**src/rtl/swd_pkg.sv**
```systemverilog
package swd_pkg;
  localparam int unsigned RAMP_STEPS = 8;
  localparam int unsigned LVL_W      = $clog2(RAMP_STEPS + 1);
  typedef logic [LVL_W-1:0] lvl_t;
  localparam lvl_t LVL_FULL = lvl_t'(RAMP_STEPS);
endpackage

```
**src/rtl/swd_edge_sync.sv**
```systemverilog
module swd_edge_sync #(
  parameter int unsigned SYNC_STAGES = 2
) (
  input  logic clk_i,
  input  logic rst_ni,
  input  logic sclk_i,
  output logic edge_o
);
  logic [SYNC_STAGES:0] sync_q;

  always_ff @(posedge clk_i or negedge rst_ni) begin
    if (!rst_ni) sync_q <= '0;
    else         sync_q <= {sync_q[SYNC_STAGES-1:0], sclk_i};
  end

  // any level change of the synchronized clock is activity
  assign edge_o = sync_q[SYNC_STAGES] ^ sync_q[SYNC_STAGES-1];
endmodule

```
**src/rtl/swd_timer.sv**
```systemverilog
module swd_timer #(
  parameter int unsigned TIMEOUT_CYC = 40000
) (
  input  logic clk_i,
  input  logic rst_ni,
  input  logic edge_i,
  input  logic dis_i,
  output logic expired_o
);
  localparam int unsigned CNT_W = $clog2(TIMEOUT_CYC + 1);
  localparam logic [CNT_W-1:0] CNT_MAX = CNT_W'(TIMEOUT_CYC);

  logic [CNT_W-1:0] cnt_q;

  always_ff @(posedge clk_i or negedge rst_ni) begin
    if (!rst_ni)                cnt_q <= '0;
    else if (dis_i || edge_i)   cnt_q <= '0;
    else if (cnt_q != CNT_MAX)  cnt_q <= cnt_q + CNT_W'(1);
  end

  assign expired_o = (cnt_q == CNT_MAX) && !dis_i && !edge_i;

  AST_EXPIRE_HOLDS: assert property (@(posedge clk_i) disable iff (!rst_ni)
    (expired_o && !edge_i && !dis_i) |=> (edge_i || dis_i || expired_o));
endmodule

```
**src/rtl/swd_ramp.sv**
```systemverilog
module swd_ramp
  import swd_pkg::*;
#(
  parameter int unsigned STEP_CYC = 4096
) (
  input  logic clk_i,
  input  logic rst_ni,
  input  logic edge_i,
  input  logic expired_i,
  output lvl_t lvl_o
);
  localparam int unsigned SC_W = (STEP_CYC > 1) ? $clog2(STEP_CYC) : 1;
  localparam logic [SC_W-1:0] SC_LAST = SC_W'(STEP_CYC - 1);

  lvl_t            lvl_q;
  logic [SC_W-1:0] sc_q;

  always_ff @(posedge clk_i or negedge rst_ni) begin
    if (!rst_ni) begin
      lvl_q <= '0;
      sc_q  <= '0;
    end else if (expired_i) begin
      lvl_q <= '0;
      sc_q  <= '0;
    end else if (lvl_q == '0) begin
      sc_q <= '0;
      if (edge_i) lvl_q <= lvl_t'(1);
    end else if (lvl_q != LVL_FULL) begin
      if (sc_q == SC_LAST) begin
        sc_q  <= '0;
        lvl_q <= lvl_q + lvl_t'(1);
      end else begin
        sc_q <= sc_q + SC_W'(1);
      end
    end
  end

  assign lvl_o = lvl_q;

  AST_RAMP_START: assert property (@(posedge clk_i) disable iff (!rst_ni)
    $rose(|lvl_q) |-> (lvl_q == lvl_t'(1)));
  AST_RAMP_STEP: assert property (@(posedge clk_i) disable iff (!rst_ni)
    (lvl_q != '0) |=> (lvl_q == '0 || (lvl_q >= $past(lvl_q) && lvl_q <= $past(lvl_q) + 1)));
  AST_RAMP_CEIL: assert property (@(posedge clk_i) disable iff (!rst_ni)
    (lvl_q == LVL_FULL && !expired_i) |=> (lvl_q == LVL_FULL));
endmodule

```
**src/rtl/sclk_wdog.sv**
```systemverilog
module sclk_wdog
  import swd_pkg::*;
#(
  parameter int unsigned TIMEOUT_CYC = 40000,
  parameter int unsigned STEP_CYC    = 4096,
  parameter int unsigned SYNC_STAGES = 2
) (
  input  logic             clk_i,
  input  logic             rst_ni,
  input  logic             sclk_i,
  input  logic             wd_dis_i,
  input  logic             stat_cap_i,
  output logic [LVL_W-1:0] lvl_o,
  output logic             out_en_o,
  output logic             wd_stat_o
);
  logic edge_w, expired_w, stat_q;
  lvl_t lvl_w;

  swd_edge_sync #(.SYNC_STAGES(SYNC_STAGES)) u_sync (
    .clk_i(clk_i), .rst_ni(rst_ni), .sclk_i(sclk_i), .edge_o(edge_w)
  );

  swd_timer #(.TIMEOUT_CYC(TIMEOUT_CYC)) u_timer (
    .clk_i(clk_i), .rst_ni(rst_ni), .edge_i(edge_w), .dis_i(wd_dis_i),
    .expired_o(expired_w)
  );

  swd_ramp #(.STEP_CYC(STEP_CYC)) u_ramp (
    .clk_i(clk_i), .rst_ni(rst_ni), .edge_i(edge_w), .expired_i(expired_w),
    .lvl_o(lvl_w)
  );

  // set wins over capture: a capture during expiry does not clear
  always_ff @(posedge clk_i or negedge rst_ni) begin
    if (!rst_ni)         stat_q <= 1'b0;
    else if (expired_w)  stat_q <= 1'b1;
    else if (stat_cap_i) stat_q <= 1'b0;
  end

  assign lvl_o     = lvl_w;
  assign out_en_o  = (lvl_w != '0);
  assign wd_stat_o = stat_q;

  AST_EXPIRE_OFF: assert property (@(posedge clk_i) disable iff (!rst_ni)
    expired_w |=> (lvl_o == '0 && wd_stat_o));
  AST_STAT_STICKY: assert property (@(posedge clk_i) disable iff (!rst_ni)
    (wd_stat_o && !stat_cap_i) |=> wd_stat_o);
  AST_DIS_QUIET: assert property (@(posedge clk_i) disable iff (!rst_ni)
    (wd_dis_i && !wd_stat_o) |=> !wd_stat_o);
  AST_EN_MATCH: assert property (@(posedge clk_i) disable iff (!rst_ni)
    $fell(out_en_o) |-> $past(expired_w));
endmodule

```
**config.mk**
```make
export PLATFORM = sky130hd
export DESIGN_NAME = sclk_wdog
export DESIGN_NICKNAME = d
export VERILOG_FILES = /design/src/rtl/swd_pkg.sv /design/src/rtl/swd_edge_sync.sv /design/src/rtl/swd_timer.sv /design/src/rtl/swd_ramp.sv /design/src/rtl/sclk_wdog.sv
export SDC_FILE = /design/constraint.sdc
export NUM_CORES = 1
export LEC_CHECK = 0
export CAP_MARGIN = 20
export CORE_MARGIN = 2
export CORE_UTILIZATION = 45
export DETAILED_ROUTE_END_ITERATION = 16
export DONT_BUFFER_PORTS = 1
export GPL_ROUTABILITY_DRIVEN = 0
export PLACE_DENSITY = 0.59
export SLEW_MARGIN = 20
export SYNTH_ARGS = -nofsm -noshare
export SYNTH_HDL_FRONTEND = slang
export SYNTH_HIERARCHICAL = 1
export SYNTH_SLANG_ARGS = --single-unit
```
**constraint.sdc**
```tcl
create_clock -name clk_i -period 7.8 [get_ports clk_i]
set_clock_uncertainty 0.15 [all_clocks]
set_input_delay 0 -clock clk_i [delete_from_list [all_inputs] [get_ports clk_i]]
set_output_delay 0 -clock clk_i [all_outputs]
set_load 0.01 [all_outputs]
```
Yosys cells after proc, flatten, opt, wreduce, memory -nomap -nowiden
Cells that the tools add are included.
Widths: inputs -> output; s select.

word-level totals
  register bits = 36
  input port bits = 5

cells by class
  $add $sub $neg = 3
  eq/ne operators = 5
  mux-type cells = 13
  bitwise operators = 1
  reduce and logical (&&, ||, !) cells = 12

operators by type and width
  operator               number
  $mux 12                4
  $mux 16                2
  $mux 4                 5
  $add 16x1->16 const B  1
  $eq 16x16->1 const B   1
  $ne 16x16->1 const B   1
  $add 12x1->12 const B  1
  $eq 12x12->1 const B   1
  $reduce_bool 3->1      2
  $add 4x1->4 const B    1
  $logic_not 4->1        1
  $ne 4x4->1 const B     1
  $reduce_bool 2->1      2
  $reduce_bool 4->1      1
  $ne 3x3->1 const B     1
  $reduce_and 3->1       1
  $logic_and 1x1->1      2
  $logic_not 1->1        2
  $mux 1                 2
  $logic_or 1x1->1       1
  $xor 1x1->1            1

Longest topological paths before layout
  depth in word-level cells = 5
  depth in mapped cells = 9

By module
Netlist, hierarchy kept.

modules (own cells, without submodules)
  module         times used  cells an instance  area each (um^2)  seq. area each (um^2)
  swd_ramp       1           94                 919.6             400.4
  swd_timer      1           90                 857.1             400.4
  swd_edge_sync  1           4                  83.8              75.1
  sclk_wdog      1           4                  43.8              25.0

Worst setup path after synthesis
No wires, ideal clock.

  kind = register -> register
  start = register u_sync.sync_q[1]
  end = register u_ramp.sc_q[9]
  data arrival time = 2225 ps
  slack = 5307 ps
  stages on the path, launching flop included = 10
  path buffers = 2
  period minus slack after synthesis = 2493 ps
  cell sequence = dfrtp_1 xor2_1 or2_2 buf_6 clkbuf_1 nor2_1 and4bb_1 or4b_1 xor2_1 nor2_2

on the way
  longest elaborated chain between the ends = 4
  elaborated cells on any way between the ends = 5
  those cells by class = mux (1); bitwise (1); reduce/logical (3)

ends and longest elaborated chain
  what                                                           line                 source
  start: declaration                                             swd_edge_sync.sv:9   logic [SYNC_STAGES:0] sync_q;
  start signal: assignment                                       swd_edge_sync.sv:13  else sync_q <= {sync_q[SYNC_STAGES-1:0], sclk_i};
  $xor 1x1->1 *                                                  swd_edge_sync.sv:17  assign edge_o = sync_q[SYNC_STAGES] ^ sync_q[SYNC_STAGES-1];
  via edge_w                                                     sclk_wdog.sv:17      logic edge_w, expired_w, stat_q;
  $logic_not 1->1 *                                              swd_timer.sv:21      assign expired_o = (cnt_q == CNT_MAX) && !dis_i && !edge_i;
  $logic_and 1x1->1 *                                            swd_timer.sv:21
  via expired_w                                                  sclk_wdog.sv:17
  $reduce_bool 3->1 (no source line) or $mux 12 (tied branches)  --
  end signal: assignment                                         swd_ramp.sv:33       sc_q <= sc_q + SC_W'(1);
  end: declaration                                               swd_ramp.sv:16       logic [SC_W-1:0] sc_q;

The timed path passes the listed nets; every way through them passes the cells marked *.
A chain may end at the register's enable or synchronous reset.

Final worst setup path
  start = register u_timer.cnt_q[11]
  end = register u_ramp.sc_q[9]

on the way
  longest elaborated chain between the ends = 4
  elaborated cells on any way between the ends = 5
  those cells by class = eq/ne (1); mux (1); reduce/logical (3)

ends and longest elaborated chain
  what                                                           line             source
  start: declaration                                             swd_timer.sv:13  logic [CNT_W-1:0] cnt_q;
  start signal: assignment                                       swd_timer.sv:18  else if (cnt_q != CNT_MAX) cnt_q <= cnt_q + CNT_W'(1);
  $eq 16x16->1 *                                                 swd_timer.sv:21
  $logic_and 1x1->1 * (2 in series)                              swd_timer.sv:21
  via expired_w                                                  sclk_wdog.sv:17
  $reduce_bool 3->1 (no source line) or $mux 12 (tied branches)  --

Marked as above.

==> reports/metrics.cfg <==
[synth]
ys_ff_latch = 36
synth_commonest_cells = 36 x dfrtp_1, 20 x nor2_1, 13 x a21oi_1
synthFlopType = dfrtp_1
syn_area_mm2 = 0.00190
synth_cell_types = 42
syn-instance-count = 192
synth_edf_count = 0
ys_seq_area_frac = 0.473
ys_warn_count = 6
yosysMostFrequentCell = dfrtp_1
syn_nets = 202
syn_avg_cell_area_um2 = 9.92
yosys-top-cells-area = dfrtp_1 47%, xnor2_1 4.1%, xor2_1 4.1%
async_reset_ff_frac = 1.00
netlist.area_leader.share = 0.473
yosysTopAreaCell = dfrtp_1

[power]
total_leakage_power_uw = 0.000873
peakVddDrop_uv = 119
p_total_uw = 451
power_density_mw_per_mm2 = 217

[setup_path]
cpLargestDelayFamily = simple AND/OR/NAND/NOR gates
worst-endpoint-required_ps = 7820
reg2reg_from = u_timer/cnt_q[11]
arrival_ps = 3030
critPathKind = reg2reg
crit_start = u_timer/cnt_q[11]
cp.buffers_inverters = 0
reg2reg_depth = 7
crit-reg2reg-capture = u_ramp/sc_q[9]
startpoint_type = flip-flop
cp_max_fo = 14
rrSetupSlack_ps = 4790
path_cells = nor4bb_1 > nand4_1 > nor2_1 > and4bb_1 > or4b_1 > xor2_1 > nor2_2
path_depth = 7
cp-end-kind = flip-flop
crit_end = u_ramp/sc_q[9]
critPathSlowestCell = nor2_1
max_stage_delay_ps = 700

[final_layout]
fin_area_mm2 = 0.00208
final_core_util = 0.516
nNetsFinal = 209
n_antenna_cell = 0
synthToLayoutAreaGrowth_pct = 9.07
drive_above_1_share = 0.0900

[floorplan]
io_pins = 11
initial_core_util = 0.473
die_w_um = 69.1
core_mm2 = 0.00403
row_count = 23
die-area_mm2 = 0.00477
fp.dieH_um = 69.1

[global_routing]
grt_pass1_wl_um = 6900
grt_pass1_vias = 1479
grt_antenna_before_repair = 0
grt_start_max_net_pins = 37
grtUsageTotal = 0.181
gr-total-overflow = 0

[cts]
post-cts-setup-buffers = 0
insertion_delay_ps = 290
ctsResizeCount = 0
hold_buffers = 5
h-tree-depth = 2
clock_sinks = 36
cts_root_buf = clkbuf_8
clk_pin_slew_ps = 70
cts_tree = built
numCtsBuffers = 5
clock_path_buffers = 2

[sta]
setup_viol = 0
hold_violations = 0
hold_ws_ps = 35.1
rsz0062_at_grt = no
tightest_slew_ps = 809
min_period_ps = 3010
tns_ps = 0
slew-limit-headroom = 0.459
slew_viol_final = 0
fmaxAchievable_mhz = 333
post-route-period-util = 0.385

[routing]
drt-pass1-iter-count = 4
routed_via_density = 5.66
vias = 1414
drc = 0
route.detailed.wl_per_inst_um = 15.0
drt_iter0_drc = 109
drt-total-wl_um = 3750
ant_nets = 0

[job]
maxCapViolations = 0

[placement]
dpl_cell_area_mm2 = 0.00193
portBuffers = 0
dp_hpwl_um = 2630

[run_status]
status = completed

[hold_path]
min_path_type = in2async

-- per-layer routing --
layer  share of wire  GRT usage
met4           0.012     0.0654
met3           0.024     0.0512
met1            0.45      0.216
met2            0.51      0.309
met5               0          0
-- through the flow --
stage / setup WS, ps / instances
floorplan: 5310 / 192
global placement: 4870 / 237
detailed placement: 4820 / 237
CTS: 4810 / 250
global route: 4560 / 250
finish: 4790 / 250
-- state kept, by name, summed over array words and instances (netlist names) --
register / flops
u_timer/cnt_q: 16
u_ramp/sc_q: 12
u_ramp/lvl_o: 4
wd_stat_o: 1
u_sync/sync_q: 3
-- layout make-up --
class	instances	area [µm²]
Clock buffer	5	68.8
Sequential cell	36	901
Timing Repair Buffer	5	60.1
Multi-Input combinational cell	144	940
Inverter	7	26.3
Clock inverter	3	18.8
Tap cell	50	62.6
Fill cell	371	1950
-- cell families after synthesis --
kind of cell    count (synthesis)  synth area share
flops                          36             0.473
fa+ha+maj                       5            0.0329
xor+xnor                       18            0.0828
buf+inv                        12            0.0335
mux                             2            0.0105
simple gates                   93             0.292
compound gates                 26            0.0756
-- worst min-delay path by stage --
stage	start	endpoint	slack, ps
after CTS	rst_ni	u_sync/sync_q[1]	20
after global routing	rst_ni	u_sync/sync_q[1]	50
after detailed placement	rst_ni	u_timer/cnt_q[11]	-440
after global placement	rst_ni	u_timer/cnt_q[13]	-440
after floorplan	rst_ni	u_ramp/lvl_o[0]	-450
final	rst_ni	u_timer/cnt_q[11]	40
-- layout by cell type, fill, tap and decap left out, types with 2 or more instances in the layout --
cell,count
nand3_1,10
clkinv_2,2
or3_2,2
nor2_1,20
dlygate4sd3_1,4
dfrtp_1,36
mux2i_1,2
nor3_1,5
inv_1,7
a21oi_1,13
or3_1,6
ha_1,5
and3_1,4
xnor2_1,9
o21ai_0,8
nand2b_1,5
clkbuf_8,5
nor4_1,5
nand4_1,6
nand2_1,12
a21o_1,3
xor2_1,9
-- power by group --
group / switching [µW] / internal (µW) / leakage [µW]
Clock: 67.7 / 62.2 / 0.0000479
Combinational: 43.3 / 36.6 / 0.000348
Sequential: 32.3 / 209 / 0.000477
Total: 143 / 308 / 0.000873
Note: power is estimated with default switching activity, not from simulation.
